### config.mk
export PLATFORM = sky130hd
export DESIGN_NAME = kscan_top
export DESIGN_NICKNAME = d
export VERILOG_FILES = /design/src/rtl/kscan_pkg.sv /design/src/rtl/kscan_ctrl.sv /design/src/rtl/kscan_datapath.sv /design/src/rtl/kscan_top.sv
export SDC_FILE = /design/constraint.sdc
export NUM_CORES = 1
export LEC_CHECK = 0
export BUFFER_PORTS_ARGS = -buffer_cell sky130_fd_sc_hd__buf_2
export CORE_AREA = 4 4 62 64
export CTS_CLUSTER_SIZE = 20
export DETAILED_ROUTE_END_ITERATION = 8
export DIE_AREA = 0 0 66 68
export GPL_ROUTABILITY_DRIVEN = 0
export PLACE_DENSITY = 0.67
export SLEW_MARGIN = 20
export SYNTH_ARGS = -nofsm -noshare
export SYNTH_HDL_FRONTEND = slang
export SYNTH_SLANG_ARGS = --single-unit
### constraint.sdc
create_clock -name clk -period 2.4 [get_ports clk]
set_clock_uncertainty 0.15 [all_clocks]
set_input_delay 0.24 -clock clk [delete_from_list [all_inputs] [get_ports clk]]
set_output_delay 0.24 -clock clk [all_outputs]
set_load 0.05 [all_outputs]
### src/rtl/kscan_pkg.sv
package kscan_pkg;

  // Strobes from the sequencer to the datapath
  typedef struct packed {
    logic sample;   // last cycle of the current column dwell
    logic lastCol;  // the selected column is the final one
  } scanStrobe_t;

endpackage

### src/rtl/kscan_ctrl.sv
module kscan_ctrl
  import kscan_pkg::*;
#(
  parameter int NUM_COLS      = 4,
  parameter int SETTLE_CYCLES = 1000,
  parameter int COL_W         = (NUM_COLS > 1) ? $clog2(NUM_COLS) : 1
) (
  input  logic             clk,
  input  logic             rst,
  output logic [COL_W-1:0] colIdx,
  output scanStrobe_t      strobe
);

  localparam int CNT_W = (SETTLE_CYCLES > 1) ? $clog2(SETTLE_CYCLES) : 1;
  localparam logic [CNT_W-1:0] CNT_LAST = CNT_W'(SETTLE_CYCLES - 1);
  localparam logic [COL_W-1:0] COL_LAST = COL_W'(NUM_COLS - 1);

  logic [CNT_W-1:0] settleCnt;

  always_comb begin
    strobe.sample  = (settleCnt == CNT_LAST);
    strobe.lastCol = (colIdx == COL_LAST);
  end

  always_ff @(posedge clk) begin
    if (rst) begin
      settleCnt <= '0;
      colIdx    <= '0;
    end else if (strobe.sample) begin
      settleCnt <= '0;
      colIdx    <= strobe.lastCol ? '0 : colIdx + 1'b1;
    end else begin
      settleCnt <= settleCnt + 1'b1;
    end
  end

endmodule

### src/rtl/kscan_datapath.sv
module kscan_datapath
  import kscan_pkg::*;
#(
  parameter int NUM_ROWS = 4,
  parameter int NUM_COLS = 4,
  parameter int COL_W    = (NUM_COLS > 1) ? $clog2(NUM_COLS) : 1
) (
  input  logic                         clk,
  input  logic                         rst,
  input  logic                         floatMode,
  input  logic [NUM_ROWS-1:0]          rowN,
  input  logic [COL_W-1:0]             colIdx,
  input  scanStrobe_t                  strobe,
  output logic [NUM_COLS-1:0]          colOut,
  output logic [NUM_COLS-1:0]          colOe,
  output logic [NUM_ROWS*NUM_COLS-1:0] keyMap,
  output logic                         scanDone
);

  logic [NUM_ROWS-1:0] rowMeta;
  logic [NUM_ROWS-1:0] rowSync;

  // Two-stage synchronizer; idle level is released (high)
  always_ff @(posedge clk) begin
    if (rst) begin
      rowMeta <= '1;
      rowSync <= '1;
    end else begin
      rowMeta <= rowN;
      rowSync <= rowMeta;
    end
  end

  for (genvar c = 0; c < NUM_COLS; c++) begin : g_col
    logic selHere;
    logic [NUM_ROWS-1:0] bitsQ;

    assign selHere   = (colIdx == COL_W'(c));
    assign colOut[c] = ~selHere;
    assign colOe[c]  = ~floatMode | selHere;

    always_ff @(posedge clk) begin
      if (rst)                          bitsQ <= '0;
      else if (strobe.sample && selHere) bitsQ <= ~rowSync;
    end

    assign keyMap[c*NUM_ROWS +: NUM_ROWS] = bitsQ;
  end

  always_ff @(posedge clk) begin
    if (rst) scanDone <= 1'b0;
    else     scanDone <= strobe.sample & strobe.lastCol;
  end

endmodule

### src/rtl/kscan_top.sv
module kscan_top
  import kscan_pkg::*;
#(
  parameter int NUM_ROWS      = 4,
  parameter int NUM_COLS      = 4,
  parameter int SETTLE_CYCLES = 1000
) (
  input  logic                         clk,
  input  logic                         rst,
  input  logic                         floatMode,
  input  logic [NUM_ROWS-1:0]          rowN,
  output logic [NUM_COLS-1:0]          colOut,
  output logic [NUM_COLS-1:0]          colOe,
  output logic [NUM_ROWS*NUM_COLS-1:0] keyMap,
  output logic                         scanDone
);

  localparam int COL_W = (NUM_COLS > 1) ? $clog2(NUM_COLS) : 1;

  logic [COL_W-1:0] colIdx;
  scanStrobe_t      strobe;

  kscan_ctrl #(
    .NUM_COLS(NUM_COLS), .SETTLE_CYCLES(SETTLE_CYCLES), .COL_W(COL_W)
  ) u_ctrl (
    .clk(clk), .rst(rst), .colIdx(colIdx), .strobe(strobe)
  );

  kscan_datapath #(
    .NUM_ROWS(NUM_ROWS), .NUM_COLS(NUM_COLS), .COL_W(COL_W)
  ) u_dp (
    .clk(clk), .rst(rst), .floatMode(floatMode), .rowN(rowN),
    .colIdx(colIdx), .strobe(strobe), .colOut(colOut), .colOe(colOe),
    .keyMap(keyMap), .scanDone(scanDone)
  );

endmodule

==> results_tabular.tex <==
\begin{tabular}{lr}
\hline
Metric & Value \\
\hline
\multicolumn{2}{l}{\textbf{CTS}} \\
H-tree Lvls & 2 \\
Number of buffers added to fix hold violations after cts & 4 \\
Clock root cell & clkbuf\_4 \\
Number of sinks driven by the clock tree & 37 \\
TritonCTS clock tree & yes \\
Number of clock buffers inserted by TritonCTS & 5 \\
Clock Tree Buf Depth & 2 \\
Clock transition at the registers of the reported paths & $\sim$0.12 ns \\
Insertion delay to the later sink of the worst-skew pair & approximately 0.33 ns \\
Count of instances resized after the clock tree is built & 0 \\
Buffers inserted by post-CTS timing repair & 0 \\
\multicolumn{2}{l}{\textbf{Timing}} \\
Slew at the pin closest to its max-slew limit & 0.586 ns \\
TNS Setup & 0 ns \\
Max\_slew headroom & 61.0\% \\
Upper clock frequency limit & $\sim$500 MHz \\
Unrepaired setup endpoints after global routing & false \\
Final setup violation count & 0 \\
Final number of max-transition violations & 0 \\
Final critical delay including setup and external delays & 1.99 ns \\
Count of endpoints failing hold in the final timing report & 0 \\
Final worst-path setup slack & approximately 0.41 ns \\
Final period utilization & 82.8\% \\
\multicolumn{2}{l}{\textbf{Route}} \\
Number of iterations in the first detailed-routing pass & 4 \\
DRT iter0 DRCs & 107 \\
Via count of the routed design & 1138 \\
DR WL/cell & 12.9 µm \\
ANT nets after route & 0 \\
Detailed Route WL & slightly below 3 mm \\
DRC & 0 \\
Via/cell ratio & about 5.1 \\
\multicolumn{2}{l}{\textbf{Critical path}} \\
Worst-case register-to-register setup slack & 0.41 ns \\
Kind of launch point of the worst setup path & register \\
Number of cell instances on the worst register-to-register path & 6 \\
Startpoint-to-endpoint class of the critical path & reg -> reg \\
Reg-to-reg critical path startpoint & u\_ctrl.settleCnt[0] \\
CP Max Fanout & 42 \\
Data required, critical path & 2.50 ns \\
Data arrival at the endpoint of the critical path & 2.08 ns \\
Worst flop-to-flop path endpoint & u\_dp.g\_col[2].bitsQ[2] \\
Endpoint kind of the worst setup timing path & register \\
\multicolumn{2}{l}{\textbf{Min path}} \\
Hold/Removal Path Class & in -> reg \\
Hold depth & 2 \\
Capture endpoint of the worst hold path & u\_ctrl.colIdx[1] \\
Startpoint of the tightest hold check path & rst \\
\multicolumn{2}{l}{\textbf{Yosys}} \\
Most frequently used flop master after synthesis & dfxtp\_1 \\
\#FFs+latches synth & 37 \\
Leading cell types by count after synthesis & dfxtp\_1, a21oi\_1, a311oi\_1 \\
Largest area contributor in the netlist & dfxtp\_1 \\
Yosys Warn Count & 0 \\
Cell variety after synth & 29 \\
Synthesized cell area & between 1000 and 1500 µm² \\
Area share of the leading cell type in the synthesized netlist & 51.2\% \\
Top post-synthesis cells by area & dfxtp\_1, a311oi\_1, a21oi\_1, ha\_1, or2\_2 \\
Portion of the post-synthesis area used by sequential elements & 51.2\% \\
Post-synthesis average cell area & 9.98 µm² \\
Synthesized netlist cell count & about 150 \\
Synth async-reset ratio & 0\% \\
Number of flops mapped to enable cells by yosys & 0 \\
Most used standard cell by instance count after synthesis & dfxtp\_1 \\
Post-synthesis net count & 157 \\
\multicolumn{2}{l}{\textbf{Global route}} \\
Initial antenna violation count & 0 \\
Wire length of the first global-routing pass & 4.75 mm \\
Vias in the first global route & 1056 \\
Global router's overall resource usage & about 14\% \\
Global-route congestion overflow total & 0 \\
Maximum number of pins on one net before global-route repair & 43 \\
\multicolumn{2}{l}{\textbf{Layout}} \\
Nets@finish & approximately 190 \\
Ratio of cells with drive above 1 in the final layout & 28.2\% \\
Final Cell Area & 1750 µm² \\
Layout overhead on the synthesized area & 20.7\% \\
Diode count & 0 \\
\multicolumn{2}{l}{\textbf{Placement}} \\
Post-placement cell area & 1620 µm² \\
Port Buffer Count & 31 \\
Detailed placer's ending HPWL & between 2 and 2.5 mm \\
Worst setup slack after placement & 0.402 ns \\
\multicolumn{2}{l}{\textbf{Power}} \\
Overall power after layout & 1.13 mW \\
Maximum vdd ir drop & 0.000449 V \\
Pwr Density & 648 nW/µm² \\
Leakage power of the design & 0.710 nW \\
\multicolumn{2}{l}{\textbf{Floorplan}} \\
Horizontal extent of the die & 66 µm \\
Die outline area & 4490 µm² \\
Starting density of the core & 44.0\% \\
Count of boundary I/O pins & 32 \\
Number of placement rows & 21 \\
Core outline area & 3280 µm² \\
Die Height & around 68 µm \\
\multicolumn{2}{l}{\textbf{Outcome}} \\
Run status & complete, no violations \\
\multicolumn{2}{l}{\textbf{Flow run}} \\
Max-capacitance violation count & 0 \\
\hline
\end{tabular}
## cells in the final DEF (no fill, tap or decap), drive strengths merged, types with 2 or more instances in the layout
cell,n
a22oi,2
inv,8
dlygate4sd3,4
nor2,3
a311oi,16
nand3,4
nor3,5
nand4,2
and3,2
xor2,3
or2,8
clkbuf,6
nand2,5
nor3b,2
o21ai,2
a21oi,18
dfxtp,37
buf,32
and2,2
xnor2,2
ha,5
## critical path, cell delays in order (launching register included)
cell and delay [ns]:
dfxtp_1 0.36, ha_1 0.27, and4bb_1 0.30, nor3b_4 0.25
buf_12 0.23, a21oi_1 0.09, a311oi_1 0.26
## report_power, final
group          total (mW)  switching (mW)  internal [mW]
Sequential          0.632         0.00759          0.624
Clock               0.452           0.204          0.248
Combinational      0.0467          0.0273         0.0194
## registers in the layout, summed over array words and instances (netlist names)
name	cells
u_dp.rowMeta	4
u_dp.rowSync	4
u_dp.g_col.bitsQ	16
u_ctrl.colIdx	2
u_dp.scanDone	1
u_ctrl.settleCnt	10
## area by class of cell
| class | count | area (µm²) |
|---|---|---|
| Clock inverter | 2 | 37.5 |
| Fill cell | 302 | 1540 |
| Tap cell | 46 | 57.6 |
| Multi-Input combinational cell | 88 | 613 |
| Sequential cell | 37 | 741 |
| Inverter | 8 | 30.0 |
| Timing Repair Buffer | 36 | 215 |
| Clock buffer | 6 | 51.3 |
## cells by family after synthesis
group | Yosys count | synth area share [%]
XOR/XNOR | 5 | 3.03
adder cells (fa/ha/maj) | 5 | 4.33
buffers and inverters | 20 | 6.40
AO/OA/AOI/OAI | 42 | 19.9
multiplexers | 1 | 0.692
flip-flops | 37 | 51.2
AND/OR/NAND/NOR | 35 | 14.4
## per-layer routing
layer / GRT usage (%) / part of all wire [%] / wire [µm]
met1: 17.2 / 46 / 1330
met2: 22.7 / 48 / 1380
met3: 4.43 / 5.1 / 146
met4: 5.33 / 1.1 / 31
met5: 0 / 0 / 0
## stage by stage
step,cells,hold WS (ns),utilization (%)
6_report,223,0.247,53.1
5_1_grt,223,0.272,53.1
4_1_cts,223,0.236,53.1
3_5_place_dp,211,0.244,49.2
3_3_place_gp,211,0.243,49.2
2_1_floorplan,145,0.194,-
## how the worst max path moves through the flow
| stage | startpoint | endpoint | slack [ns] | cells after the start |
|---|---|---|---|---|
| floorplan | u_ctrl.colIdx[0] | colOe[0] | 0.48 | 5 |
| detailed placement | u_ctrl.settleCnt[0] | u_dp.g_col[2].bitsQ[2] | 0.40 | 6 |
| CTS | u_ctrl.settleCnt[0] | u_dp.g_col[2].bitsQ[2] | 0.39 | 6 |
| global route | u_ctrl.settleCnt[0] | u_dp.g_col[2].bitsQ[2] | 0.21 | 6 |
| finish | u_ctrl.settleCnt[0] | u_dp.g_col[2].bitsQ[2] | 0.41 | 6 |
| global placement | u_ctrl.settleCnt[0] | u_dp.g_col[2].bitsQ[1] | 0.51 | 6 |
Power figures use the tool's default switching activity.
